**config.mk**
```make
export PLATFORM = sky130hd
export DESIGN_NAME = fp_cmp_flags
export DESIGN_NICKNAME = d
export VERILOG_FILES = /design/src/rtl/fp_cmp_pkg.sv /design/src/rtl/fp_cmp_classify.sv /design/src/rtl/fp_cmp_front.sv /design/src/rtl/fp_cmp_order.sv /design/src/rtl/fp_cmp_ctrl.sv /design/src/rtl/fp_cmp_flags.sv
export SDC_FILE = /design/constraint.sdc
export NUM_CORES = 1
export LEC_CHECK = 0
export BUFFER_PORTS_ARGS = -buffer_cell sky130_fd_sc_hd__buf_2
export CELL_PAD_IN_SITES_DETAIL_PLACEMENT = 1
export CELL_PAD_IN_SITES_GLOBAL_PLACEMENT = 1
export CORE_ASPECT_RATIO = 1.25
export CORE_MARGIN = 2
export CORE_UTILIZATION = 31
export DETAILED_ROUTE_END_ITERATION = 7
export MAX_ROUTING_LAYER = met4
export PLACE_DENSITY_LB_ADDON = 0.08
export SLEW_MARGIN = 15
export SYNTH_ARGS = -nofsm -noshare
export SYNTH_HDL_FRONTEND = slang
export SYNTH_SLANG_ARGS = --single-unit
```
**constraint.sdc**
```tcl
create_clock -name clk -period 1.19 [get_ports clk]
set_clock_uncertainty 0.2 [all_clocks]
set_input_delay 0.1785 -clock clk [delete_from_list [all_inputs] [get_ports clk]]
set_output_delay 0.1785 -clock clk [all_outputs]
set_load 0.1 [all_outputs]
```
**src/rtl/fp_cmp_pkg.sv**
```systemverilog
package fp_cmp_pkg;

    localparam int OP_W      = 64;
    localparam int SP_EXP_W  = 8;
    localparam int SP_FRAC_W = 23;
    localparam int DP_EXP_W  = 11;
    localparam int DP_FRAC_W = 52;
    localparam int MAG_W     = DP_EXP_W + DP_FRAC_W;
    localparam int SP_W      = SP_EXP_W + SP_FRAC_W + 1;
    localparam int FLAG_W    = 4;

    localparam logic [FLAG_W-1:0] NZCV_LT = 4'b1000;
    localparam logic [FLAG_W-1:0] NZCV_EQ = 4'b0110;
    localparam logic [FLAG_W-1:0] NZCV_GT = 4'b0010;
    localparam logic [FLAG_W-1:0] NZCV_UN = 4'b0011;

    typedef enum logic [1:0] {
        REL_LT,
        REL_EQ,
        REL_GT,
        REL_UN
    } rel_e;

    typedef enum logic {
        ST_IDLE,
        ST_REPORT
    } state_e;

    typedef struct packed {
        logic             sign;
        logic             zero;
        logic             nan;
        logic             snan;
        logic [MAG_W-1:0] mag;
    } opnd_t;

endpackage

```
**src/rtl/fp_cmp_classify.sv**
```systemverilog
module fp_cmp_classify
    import fp_cmp_pkg::*;
#(
    parameter int EXP_W  = 8,
    parameter int FRAC_W = 23
) (
    input  logic [EXP_W+FRAC_W:0] enc_i,
    output opnd_t                 info_o
);
    localparam int BODY_W = EXP_W + FRAC_W;

    logic [EXP_W-1:0]  exp_f;
    logic [FRAC_W-1:0] frac_f;
    logic              exp_max;
    logic              frac_nz;

    assign exp_f   = enc_i[BODY_W-1:FRAC_W];
    assign frac_f  = enc_i[FRAC_W-1:0];
    assign exp_max = &exp_f;
    assign frac_nz = |frac_f;

    always_comb begin
        info_o                  = '0;
        info_o.sign             = enc_i[BODY_W];
        info_o.zero             = ~|enc_i[BODY_W-1:0];
        info_o.nan              = exp_max & frac_nz;
        info_o.snan             = exp_max & frac_nz & ~frac_f[FRAC_W-1];
        info_o.mag[BODY_W-1:0]  = enc_i[BODY_W-1:0];
    end

endmodule

```
**src/rtl/fp_cmp_front.sv**
```systemverilog
module fp_cmp_front
    import fp_cmp_pkg::*;
(
    input  logic [OP_W-1:0] a_i,
    input  logic [OP_W-1:0] b_i,
    input  logic            dbl_i,
    output opnd_t           info_a_o,
    output opnd_t           info_b_o
);
    localparam int N_OPS = 2;

    logic [OP_W-1:0] ops  [N_OPS];
    opnd_t           info [N_OPS];

    assign ops[0] = a_i;
    assign ops[1] = b_i;

    for (genvar i = 0; i < N_OPS; i++) begin : g_opnd
        opnd_t sp_info;
        opnd_t dp_info;

        fp_cmp_classify #(
            .EXP_W  (SP_EXP_W),
            .FRAC_W (SP_FRAC_W)
        ) u_sp (
            .enc_i  (ops[i][SP_W-1:0]),
            .info_o (sp_info)
        );

        fp_cmp_classify #(
            .EXP_W  (DP_EXP_W),
            .FRAC_W (DP_FRAC_W)
        ) u_dp (
            .enc_i  (ops[i]),
            .info_o (dp_info)
        );

        assign info[i] = dbl_i ? dp_info : sp_info;
    end

    assign info_a_o = info[0];
    assign info_b_o = info[1];

endmodule

```
**src/rtl/fp_cmp_order.sv**
```systemverilog
module fp_cmp_order
    import fp_cmp_pkg::*;
(
    input  opnd_t a_i,
    input  opnd_t b_i,
    output rel_e  rel_o,
    output logic  any_nan_o,
    output logic  any_snan_o
);
    logic mag_lt;
    logic mag_eq;

    assign mag_lt     = a_i.mag < b_i.mag;
    assign mag_eq     = a_i.mag == b_i.mag;
    assign any_nan_o  = a_i.nan | b_i.nan;
    assign any_snan_o = a_i.snan | b_i.snan;

    always_comb begin
        if (any_nan_o) begin
            rel_o = REL_UN;
        end else if (a_i.zero && b_i.zero) begin
            rel_o = REL_EQ;
        end else if (a_i.sign != b_i.sign) begin
            rel_o = a_i.sign ? REL_LT : REL_GT;
        end else if (mag_eq) begin
            rel_o = REL_EQ;
        end else if (mag_lt ^ a_i.sign) begin
            rel_o = REL_LT;
        end else begin
            rel_o = REL_GT;
        end
    end

endmodule

```
**src/rtl/fp_cmp_ctrl.sv**
```systemverilog
module fp_cmp_ctrl
    import fp_cmp_pkg::*;
(
    input  logic              clk,
    input  logic              rst_n,
    input  logic              valid_i,
    input  logic              signal_i,
    input  rel_e              rel_i,
    input  logic              any_nan_i,
    input  logic              any_snan_i,
    output logic              done_o,
    output logic [FLAG_W-1:0] nzcv_o,
    output logic              invalid_o
);
    state_e state_q;
    state_e state_d;
    logic   inv_d;

    always_comb begin
        unique case (state_q)
            ST_IDLE:   state_d = valid_i ? ST_REPORT : ST_IDLE;
            ST_REPORT: state_d = valid_i ? ST_REPORT : ST_IDLE;
            default:   state_d = ST_IDLE;
        endcase
    end

    always_ff @(posedge clk or negedge rst_n) begin
        if (!rst_n) begin
            state_q <= ST_IDLE;
        end else begin
            state_q <= state_d;
        end
    end

    assign inv_d = signal_i ? any_nan_i : any_snan_i;

    always_ff @(posedge clk or negedge rst_n) begin
        if (!rst_n) begin
            nzcv_o    <= '0;
            invalid_o <= 1'b0;
        end else if (valid_i) begin
            invalid_o <= inv_d;
            unique case (rel_i)
                REL_LT:  nzcv_o <= NZCV_LT;
                REL_EQ:  nzcv_o <= NZCV_EQ;
                REL_GT:  nzcv_o <= NZCV_GT;
                REL_UN:  nzcv_o <= NZCV_UN;
                default: nzcv_o <= NZCV_UN;
            endcase
        end
    end

    always_comb begin
        unique case (state_q)
            ST_REPORT: done_o = 1'b1;
            default:   done_o = 1'b0;
        endcase
    end

endmodule

```
**src/rtl/fp_cmp_flags.sv**
```systemverilog
module fp_cmp_flags
    import fp_cmp_pkg::*;
(
    input  logic        clk,
    input  logic        rst_n,
    input  logic        valid_i,
    input  logic        dbl_i,
    input  logic        signal_i,
    input  logic [63:0] a_i,
    input  logic [63:0] b_i,
    output logic        done_o,
    output logic [3:0]  nzcv_o,
    output logic        invalid_o
);
    opnd_t info_a;
    opnd_t info_b;
    rel_e  rel;
    logic  any_nan;
    logic  any_snan;

    fp_cmp_front u_front (
        .a_i      (a_i),
        .b_i      (b_i),
        .dbl_i    (dbl_i),
        .info_a_o (info_a),
        .info_b_o (info_b)
    );

    fp_cmp_order u_order (
        .a_i        (info_a),
        .b_i        (info_b),
        .rel_o      (rel),
        .any_nan_o  (any_nan),
        .any_snan_o (any_snan)
    );

    fp_cmp_ctrl u_ctrl (
        .clk        (clk),
        .rst_n      (rst_n),
        .valid_i    (valid_i),
        .signal_i   (signal_i),
        .rel_i      (rel),
        .any_nan_i  (any_nan),
        .any_snan_i (any_snan),
        .done_o     (done_o),
        .nzcv_o     (nzcv_o),
        .invalid_o  (invalid_o)
    );

endmodule

```
==> reports/qor.csv, run 1 <==
metric,value,unit
power_density,488.3,nW/um^2
grt-ovfl-total,0,
fin_nets,818,
p_leak,2.462,nW
cp.arrival,2430,ps
ys.warnings.count,0,
postSynthAreaPerCell,7.046,sq um
synth-seq-cells,6,
seqPwrFrac,10.6,%
violations,negative setup slack,
crit_type,primary input to register,
route.met2.wl,6600,um
cts-root-buf,clkbuf_8,
synth_area_leaders,"ha_1, nand2_1, and2_1",
syn_inst,372,
whs,53.88,ps
met1_length,4305,um
synthMuxAreaShare,2.243,%
synth_compound_area_share,15.13,%
async_flop_share,100.0,%
swShare,42.14,%
drc,0,
slowest_delay,320,ps
ant_nets,0,
synthSimpleGateAreaFrac,39.57,%
ys_seq_area_share,5.728,%
combPwrFrac,75.9,%
ir_drop,240.3,uV
crit_family,simple AND/OR/NAND/NOR gates,
finalCritPeriodShare,212.6,%
core-area,8240,sq um
synth_top_area_share,30.07,%
synth_ff_type,dfrtp_1,
fin_tns_setup,-5646,ps
dp_slack,-1686,ps
drv_cap,0,
syn_area,2621,sq um
die_h,106.8,um
antenna_cells,0,
cp-start-kind,primary input,
vias_per_cell,5.330,
grt_pass1_wl,18840,um
final-instance-count-excl-fill,718,
grt_usage,26.21,%
crit_buf_inv,4,
synth_largest_area_cell,ha_1,
yosys.cell_types.count,49,
synthAdderAreaFrac,30.07,%
synth_edf_count,0,
wl_met3,414,um
grt_setup_unrepaired,true,
cts_buffers,3,
io_pins,139,
cp_data_required_time,1090,ps
antenna_found_initial,0,
internal-power,1.377,mW
clk_pin_slew,40,ps
top_layer,met4,
fp.dieW,86.25,um
p_switching,1.003,mW
initial_core_util,31.81,%
final_util,59.14,%
fin_ws,-1340,ps
fin_area,4873,sq um
max_freq,395.2,MHz
cp_max_fo,8,
finalPower,2.380,mW
reg2reg_slack,120,ps
worst_pin_slew,571.8,ps
grt_start_max_net_pins,21,
syn-num-nets,568,
dieArea,9212,sq um
slew-limit-headroom,61.80,%
htree_levels,1,
vias,3827,
wl,11820,um
dpl.hpwl,10130,um
crit_path_cell_trace,buf_12 -> buf_12 -> buf_8 -> buf_6 -> nand2_1 -> ha_4 -> nand3_4 -> nor4_4 -> nand4_1 -> o31ai_1 -> mux2_4 -> nand4b_1 -> o22a_1,
clkSinkCount,6,
cts_tree,done,
place_congestion,0.8568,
final.min_clock_period,2530,ps
portBuffers,138,
endpoint_kind,register,
area_growth,85.92,%
cp_slowest_cell,o31ai_1,
drt_pass1_iterations,4,
status,"complete, but fails checks",
wl_per_cell,16.46,um
final_hold_viol_count,0,
drive_above_1_share,52.17,%
fp-row-count,37,
drtIter0Drc,68,
crit_top_cell,buf_12,
finalSetupViolCount,8,
clk_latency,220,ps
clk_path_buf_depth,2,
yosys.cell_count.top_type,ha_1,
placed_cell_area,4481,sq um
hp-class,primary input to register,
grt_pass1_vias,4252,
clkPwrFrac,13.5,%
timing.final.max_slew_violations,0,
synth_xor_area_share,0.3341,%
synth_top_family_by_area,simple AND/OR/NAND/NOR gates,
ys_top_cells_by_count,"ha_1, nand2_1, inv_1",
dp_cells,705,
-- layout by cell type, fill, tap and decap left out, types with 4 or more instances in the layout --
master	Yosys	final
buf_12	0	8
buf_4	0	108
nand2_1	55	53
ha_4	0	17
and2_4	0	16
nor2_1	12	12
o21ai_1	2	4
and2_1	31	15
o21ai_0	12	8
buf_2	1	131
nor4_2	2	6
a21oi_1	27	27
nor3_1	10	8
nand3_1	10	7
dfrtp_2	0	5
nor4_1	26	20
inv_1	39	39
nand4_1	23	23
ha_1	63	46
nor4_4	2	4
-- registers in the layout (all words and copies together) (netlist names) --
register          count
u_ctrl.state_q        1
u_ctrl.nzcv_o         4
u_ctrl.invalid_o      1
-- kinds of logic after synthesis --
logic type                 after synthesis
xor gates and xnor gates                 1
and+or+nand+nor                        185
adders and majority gates               63
muxes                                    5
AOI/OAI and AO/OA                       64
DFF                                      6
buffers and inverters                   48
-- final cells by class --
type | instances | area, sq um
Multi-Input combinational cell | 318 | 2681
Timing Repair Buffer | 254 | 1723
Tap cell | 97 | 121.4
Sequential cell | 6 | 156.4
Clock buffer | 4 | 45.04
Fill cell | 1070 | 3367
Inverter | 39 | 146.4
-- path summary, 6_finish.rpt --
path,start,endpoint,cells past startpoint
worst max-delay path,dbl_i,u_ctrl.nzcv_o[1],13
worst min-delay path,valid_i,u_ctrl.nzcv_o[2],2
worst max register to register,u_ctrl.nzcv_o[1],u_ctrl.nzcv_o[1],2
worst min register to register,u_ctrl.invalid_o,u_ctrl.invalid_o,1
max in group asynchronous,rst_n,u_ctrl.nzcv_o[3],2
min in group asynchronous,rst_n,u_ctrl.state_q,2
-- power groups by stage --
stage / Combinational (mW) / Sequential [mW] / Clock [mW]
final: 1.81 / 0.253 / 0.322
after global routing: 1.98 / 0.255 / 0.345
after CTS: 1.75 / 0.254 / 0.323
after detailed placement: 1.62 / 0.256 / 0
after global placement: 1.55 / 0.256 / 0
after floorplan: 0.639 / 0.384 / 0
-- repair_timing --
action	CTS	global route
resized for setup	35	15
setup endpoints to repair	8	11
pin swaps	17	13
setup buffers	6	0
gates cloned	1	0
hold endpoints to repair	7	0
hold buffers	2	0
-- routing by layer --
metal  vias to the layer above  global-route usage, %
li1                       1878                      -
met1                      1794                  25.53
met2                       120                  52.38
met3                        35                  1.463
met4                         0                  10.94
met5                         -                      -
Note: power is estimated with default switching activity, not from simulation.
==> inputs of run 2 (changes only) <==
ABC_AREA = 1   (was default)
GPL_TIMING_DRIVEN = 0   (was default)
==> run 2 against run 1 <==
  * The flow still finishes with violations (negative setup slack)
  * Global-route usage down 2.1 points
  * Sequential share of layout area down 0.31 points
  * Sequential power decreased by 4%
  * Clock power increased by 71%
  * Largest cell class unchanged
  * First-iteration DRC count up 40%
  * Highest routed layer unchanged
  * Critical path type unchanged
  * Cell count rose by 30%
  * Total power rose by 14%
  * Register-to-register slack improved by 20 ps
  * Flip-flop and latch count stayed put
==> reports/qor.csv, run 2 <==
metric,value,unit
fp-row-count,41,
top_layer,met4,
largest-register,u_ctrl.nzcv_o,
endpoint_kind,register,
cts_tree,done,
syn_area,3254,sq um
dp_slack,-1414,ps
slew-limit-headroom,75.07,%
drtIter0Drc,95,
grt_usage,24.09,%
final.min_clock_period,2231,ps
yosys.cell_types.count,23,
power_density,499.4,nW/um^2
reg2reg_slack,140,ps
syn_inst,641,
final_hold_viol_count,0,
p_leak,2.964,nW
swShare,45.13,%
portBuffers,138,
async_flop_share,100.0,%
largest_reg_flops,4,
dieArea,11340,sq um
synth_edf_count,0,
placed_cell_area,4278,sq um
drv_cap,0,
fin_area,5436,sq um
grt_start_max_net_pins,11,
multi_input_area,3369,sq um
ant_nets,0,
postSynthAreaPerCell,5.077,sq um
reg_top3,"u_ctrl.nzcv_o x4, u_ctrl.invalid_o x1, u_ctrl.state_q x1",
cts-root-buf,clkbuf_16,
wl_met3,424,um
hp-class,primary input to register,
finalCritPeriodShare,187.4,%
clk_pin_slew,30,ps
seq_area,157.7,sq um
synth_largest_area_cell,nand2_1,
die_h,118.6,um
grt-ovfl-total,0,
clkSinkCount,6,
io_pins,139,
clk_path_buf_depth,2,
htree_levels,1,
place_congestion,0.8344,
wl_per_cell,14.76,um
cts_buffers,3,
min_path_cells,3,
internal-power,1.490,mW
finalSetupViolCount,10,
synth_top_area_share,27.57,%
met1_length,5458,um
grt_setup_unrepaired,true,
clkPwrFrac,20.3,%
ys.warnings.count,0,
fillers,1425,
synth-seq-cells,6,
ir_drop,314.6,uV
p_switching,1.225,mW
grt_pass1_vias,4926,
violations,negative setup slack,
cp.arrival,2150,ps
cp_max_fo,8,
timing.final.max_slew_violations,0,
vias_per_cell,4.886,
yosys.cell_count.top_type,nand2_1,
grt_pass1_wl,21760,um
rr_worst_depth,3,
synth_area_leaders,"nand2_1, ha_1, nor2_1",
worst_pin_slew,370.6,ps
dpl.hpwl,10710,um
seqPwrFrac,9.0,%
drt_pass1_iterations,4,
antenna_cells,0,
route.met2.wl,7637,um
synth_ff_type,dfrtp_1,
cp_data_required_time,1110,ps
cp-endpoint,u_ctrl.nzcv_o[3],
crit_start,dbl_i,
fin_nets,1001,
crit_type,primary input to register,
initial_core_util,32.04,%
status,"complete, but fails checks",
fin_ws,-1041,ps
max_freq,448.3,MHz
wl,13750,um
vias,4554,
fp.dieW,95.64,um
core-area,10160,sq um
ys_top_cells_by_count,"nand2_1, nor2_1, inv_1",
r2r-end,u_ctrl.nzcv_o[1],
layout_commonest_cell,nand2_1,
combPwrFrac,70.7,%
ys_seq_area_share,4.614,%
rr_startpoint,u_ctrl.nzcv_o[1],
drc,0,
area_growth,67.05,%
fin_tns_setup,-4439,ps
final_cell_mix,"nand2_1, buf_2, inv_1, nor2_1, ha_1",
antenna_found_initial,0,
drive_above_1_share,39.73,%
syn-num-nets,837,
clk_latency,230,ps
cp-start-kind,primary input,
run 2: worst min path at each step:
stage / start / endpoint / slack [ps]
floorplan: rst_n / u_ctrl.invalid_o / -320
global placement: rst_n / u_ctrl.state_q / -200
detailed placement: rst_n / u_ctrl.nzcv_o[3] / -200
CTS: valid_i / u_ctrl.nzcv_o[3] / 60
global route: valid_i / u_ctrl.nzcv_o[3] / 70
finish: valid_i / u_ctrl.nzcv_o[3] / 40
run 2: kinds of logic (layout without fill, tap and decap cells):
family	after synthesis	after routing	share of synthesized area (%)
buffers and inverters	125	287	14.42
AOI/OAI and AO/OA	30	30	4.998
adders and majority gates	63	63	24.22
and+or+nand+nor	417	417	51.75
DFF	6	6	4.613
run 2: critical path, stage by stage:
cell,delay (ps)
buf_12,110
clkbuf_16,170
clkbuf_16,170
nand2_4,60
inv_2,40
ha_4,270
nand3_4,70
or2_1,230
nor2_1,110
nand2_1,90
nor2_1,110
nand2_1,60
nand3_1,70
nor2_2,50
nor2_4,150
inv_2,60
nand2_2,70
nor2_1,50
run 2: through the flow:
stage | power (mW) | util, % | cells | hold WS [ps]
6_report | 2.715 | 53.52 | 932 | 44.69
5_1_grt | 2.945 | 53.52 | 932 | 67.45
4_1_cts | 2.518 | 49.96 | 926 | 60.16
3_5_place_dp | 1.723 | 42.12 | 908 | -197.2
3_3_place_gp | 1.670 | 42.12 | 908 | -199.2
2_1_floorplan | 1.161 | - | 641 | -317.1
run 2: timing repair:
action,in CTS,in global routing
gates cloned,2,2
hold endpoints to repair,7,0
hold buffers,2,0
endpoints found under the setup margin,11,11
buffers inserted,11,4
pin swaps,62,50
resized for setup,121,78
run 2: cell type report:
cell class                      count  area share, %
Timing Repair Buffer              159          19.70
Tap cell                          129          2.969
Sequential cell                     6          2.900
Inverter                          118          8.239
Clock buffer                        3          1.381
Buffer                              7          2.831
Multi-Input combinational cell    510          61.98
run 2: metal layers:
layer | global-route usage [%] | vias to the layer above
met4 | 6.339 | 0
met3 | 1.657 | 16
met1 | 25.64 | 2139
met2 | 46.42 | 96
met5 | - | -
li1 | - | 2303
run 2: power groups by stage:
stage | logic [mW] | registers [mW] | clock network, mW
final | 1.92 | 0.243 | 0.551
after global routing | 2.14 | 0.244 | 0.565
after CTS | 1.74 | 0.238 | 0.536
after detailed placement | 1.49 | 0.235 | 0
after global placement | 1.43 | 0.235 | 0
after floorplan | 0.806 | 0.355 | 0
==> inputs of run 3 (changes only) <==
CTS_BUF_LIST = sky130_fd_sc_hd__clkbuf_4 sky130_fd_sc_hd__clkbuf_8 sky130_fd_sc_hd__clkbuf_16   (was default)
CTS_CLUSTER_DIAMETER = 150   (was default)
SKIP_LAST_GASP = 1   (was default)
==> run 3 against run 2 <==
  * The flow still finishes with violations (negative setup slack)
  * Combinational power about the same
  * Cell count is the same
  * Utilization stayed put
  * Clock-buffer cell count did not move
  * Via count stayed put
  * Critical endpoint unchanged
  * Largest power group unchanged
==> reports/qor.csv, run 3 (synthesized netlist as in run 2, its figures left out) <==
metric,value,unit
grt-ovfl-total,0,
cp_max_fo,8,
antenna_found_initial,0,
cp_data_required_time,1110,ps
slew-limit-headroom,75.07,%
place_congestion,0.8344,
htree_levels,1,
crit_top_cell,nor2_1,
max_freq,448.3,MHz
seq_area,157.7,sq um
fillers,1425,
hold_end,u_ctrl.nzcv_o[3],
drc,0,
largest_reg_flops,4,
finalSetupViolCount,10,
cts_buffers,3,
violations,negative setup slack,
largest-register,u_ctrl.nzcv_o,
die_h,118.6,um
core-area,10160,sq um
crit_type,primary input to register,
min_path_cells,3,
clkSinkCount,6,
dp_cells,908,
multi_input_area,3369,sq um
layout_commonest_cell,nand2_1,
ir_drop,314.6,uV
rr_startpoint,u_ctrl.nzcv_o[1],
dpl.hpwl,10710,um
drtIter0Drc,95,
final_cell_mix,"nand2_1, buf_2, inv_1, nor2_1, ha_1",
fp-row-count,41,
clk_path_buf_depth,2,
cts_tree,done,
final-instance-count-excl-fill,932,
portBuffers,138,
ant_nets,0,
dieArea,11340,sq um
hp-class,primary input to register,
placed_cell_area,4278,sq um
cts-root-buf,clkbuf_16,
finalCritPeriodShare,187.4,%
r2r-end,u_ctrl.nzcv_o[1],
dp_slack,-1414,ps
reg_top3,"u_ctrl.nzcv_o x4, u_ctrl.invalid_o x1, u_ctrl.state_q x1",
final_hold_viol_count,0,
clk_latency,230,ps
vias_per_cell,4.886,
grt_setup_unrepaired,true,
grt_pass1_wl,21760,um
crit_path_cell_trace,buf_12 -> clkbuf_16 -> clkbuf_16 -> nand2_4 -> inv_2 -> ha_4 -> nand3_4 -> or2_1 -> nor2_1 -> nand2_1 -> nor2_1 -> nand2_1 -> nand3_1 -> nor2_2 -> nor2_4 -> inv_2 -> nand2_2 -> nor2_1,
fin_area,5436,sq um
clk_pin_slew,30,ps
grt_start_max_net_pins,11,
finalPower,2.715,mW
final.min_clock_period,2231,ps
grt_usage,24.09,%
hp-start,valid_i,
drive_above_1_share,39.73,%
io_pins,139,
endpoint_kind,register,
slowest_delay,270,ps
drv_cap,0,
p_leak,2.964,nW
wl,13750,um
power_density,499.4,nW/um^2
initial_core_util,32.04,%
cp-start-kind,primary input,
drt_pass1_iterations,4,
reg2reg_slack,140,ps
timing.final.max_slew_violations,0,
rr_worst_depth,3,
vias,4554,
grt_pass1_vias,4926,
fp.dieW,95.64,um
fin_ws,-1041,ps
cp_slowest_cell,ha_4,
cp.arrival,2150,ps
final_util,53.52,%
wl_per_cell,14.76,um
antenna_cells,0,
area_growth,67.05,%
status,"complete, but fails checks",
fin_nets,1001,
worst_pin_slew,370.6,ps
## run 3: cell type report
type                       count  share of cell area (%)
sequential                     6                   2.900
timing repair buffer         159                   19.70
tap                          129                   2.969
clock buffer                   3                   1.381
inverter                     118                   8.239
buffer                         7                   2.831
multi-input combinational    510                   61.98
## run 3: worst max-delay path, delay by kind of cell
family,cells,cell delay (ps)
buffers and inverters,5,550
adder cells (fa/ha/maj),1,270
AND/OR/NAND/NOR,12,1120
## run 3: worst max-delay path by stage
stage                      from          endpoint  cells past startpoint
after global placement    dbl_i  u_ctrl.nzcv_o[3]                     19
after global routing      dbl_i  u_ctrl.nzcv_o[3]                     18
after floorplan           dbl_i  u_ctrl.nzcv_o[3]                     17
after CTS                 dbl_i  u_ctrl.nzcv_o[3]                     18
final                     dbl_i  u_ctrl.nzcv_o[3]                     18
after detailed placement  dbl_i  u_ctrl.nzcv_o[3]                     17
## run 3: where the power goes
part | switching (mW) | internal [mW] | leakage [nW]
Sequential | 0.0186 | 0.225 | 0.0682
Clock | 0.119 | 0.432 | 0.0370
Combinational | 1.09 | 0.833 | 2.86
## run 3: per-stage QoR
step | hold slack [ps] | TNS, ps
after detailed placement | -197.2 | -6495
after global placement | -199.2 | -6199
after global routing | 67.45 | -5211
final | 44.69 | -4439
after CTS | 60.16 | -4251
after floorplan | -317.1 | -3657
## run 3: what timing repair did
item                                    CTS  global route
pin swaps                                62            50
gates resized for setup                 121            78
gates cloned                              2             2
hold buffers                              2             0
buffers inserted                         11             4
hold endpoints to repair                  7             0
endpoints found under the setup margin   11            11
## run 3: layer usage
metal	part of all wire, %	vias to the layer above	global-route usage, %	routed length [um]
li1	-	2303	-	-
met1	40	2139	25.64	5458
met2	56	96	46.42	7637
met3	3.1	16	1.657	424
met4	1.7	0	6.339	233
met5	0	-	-	0
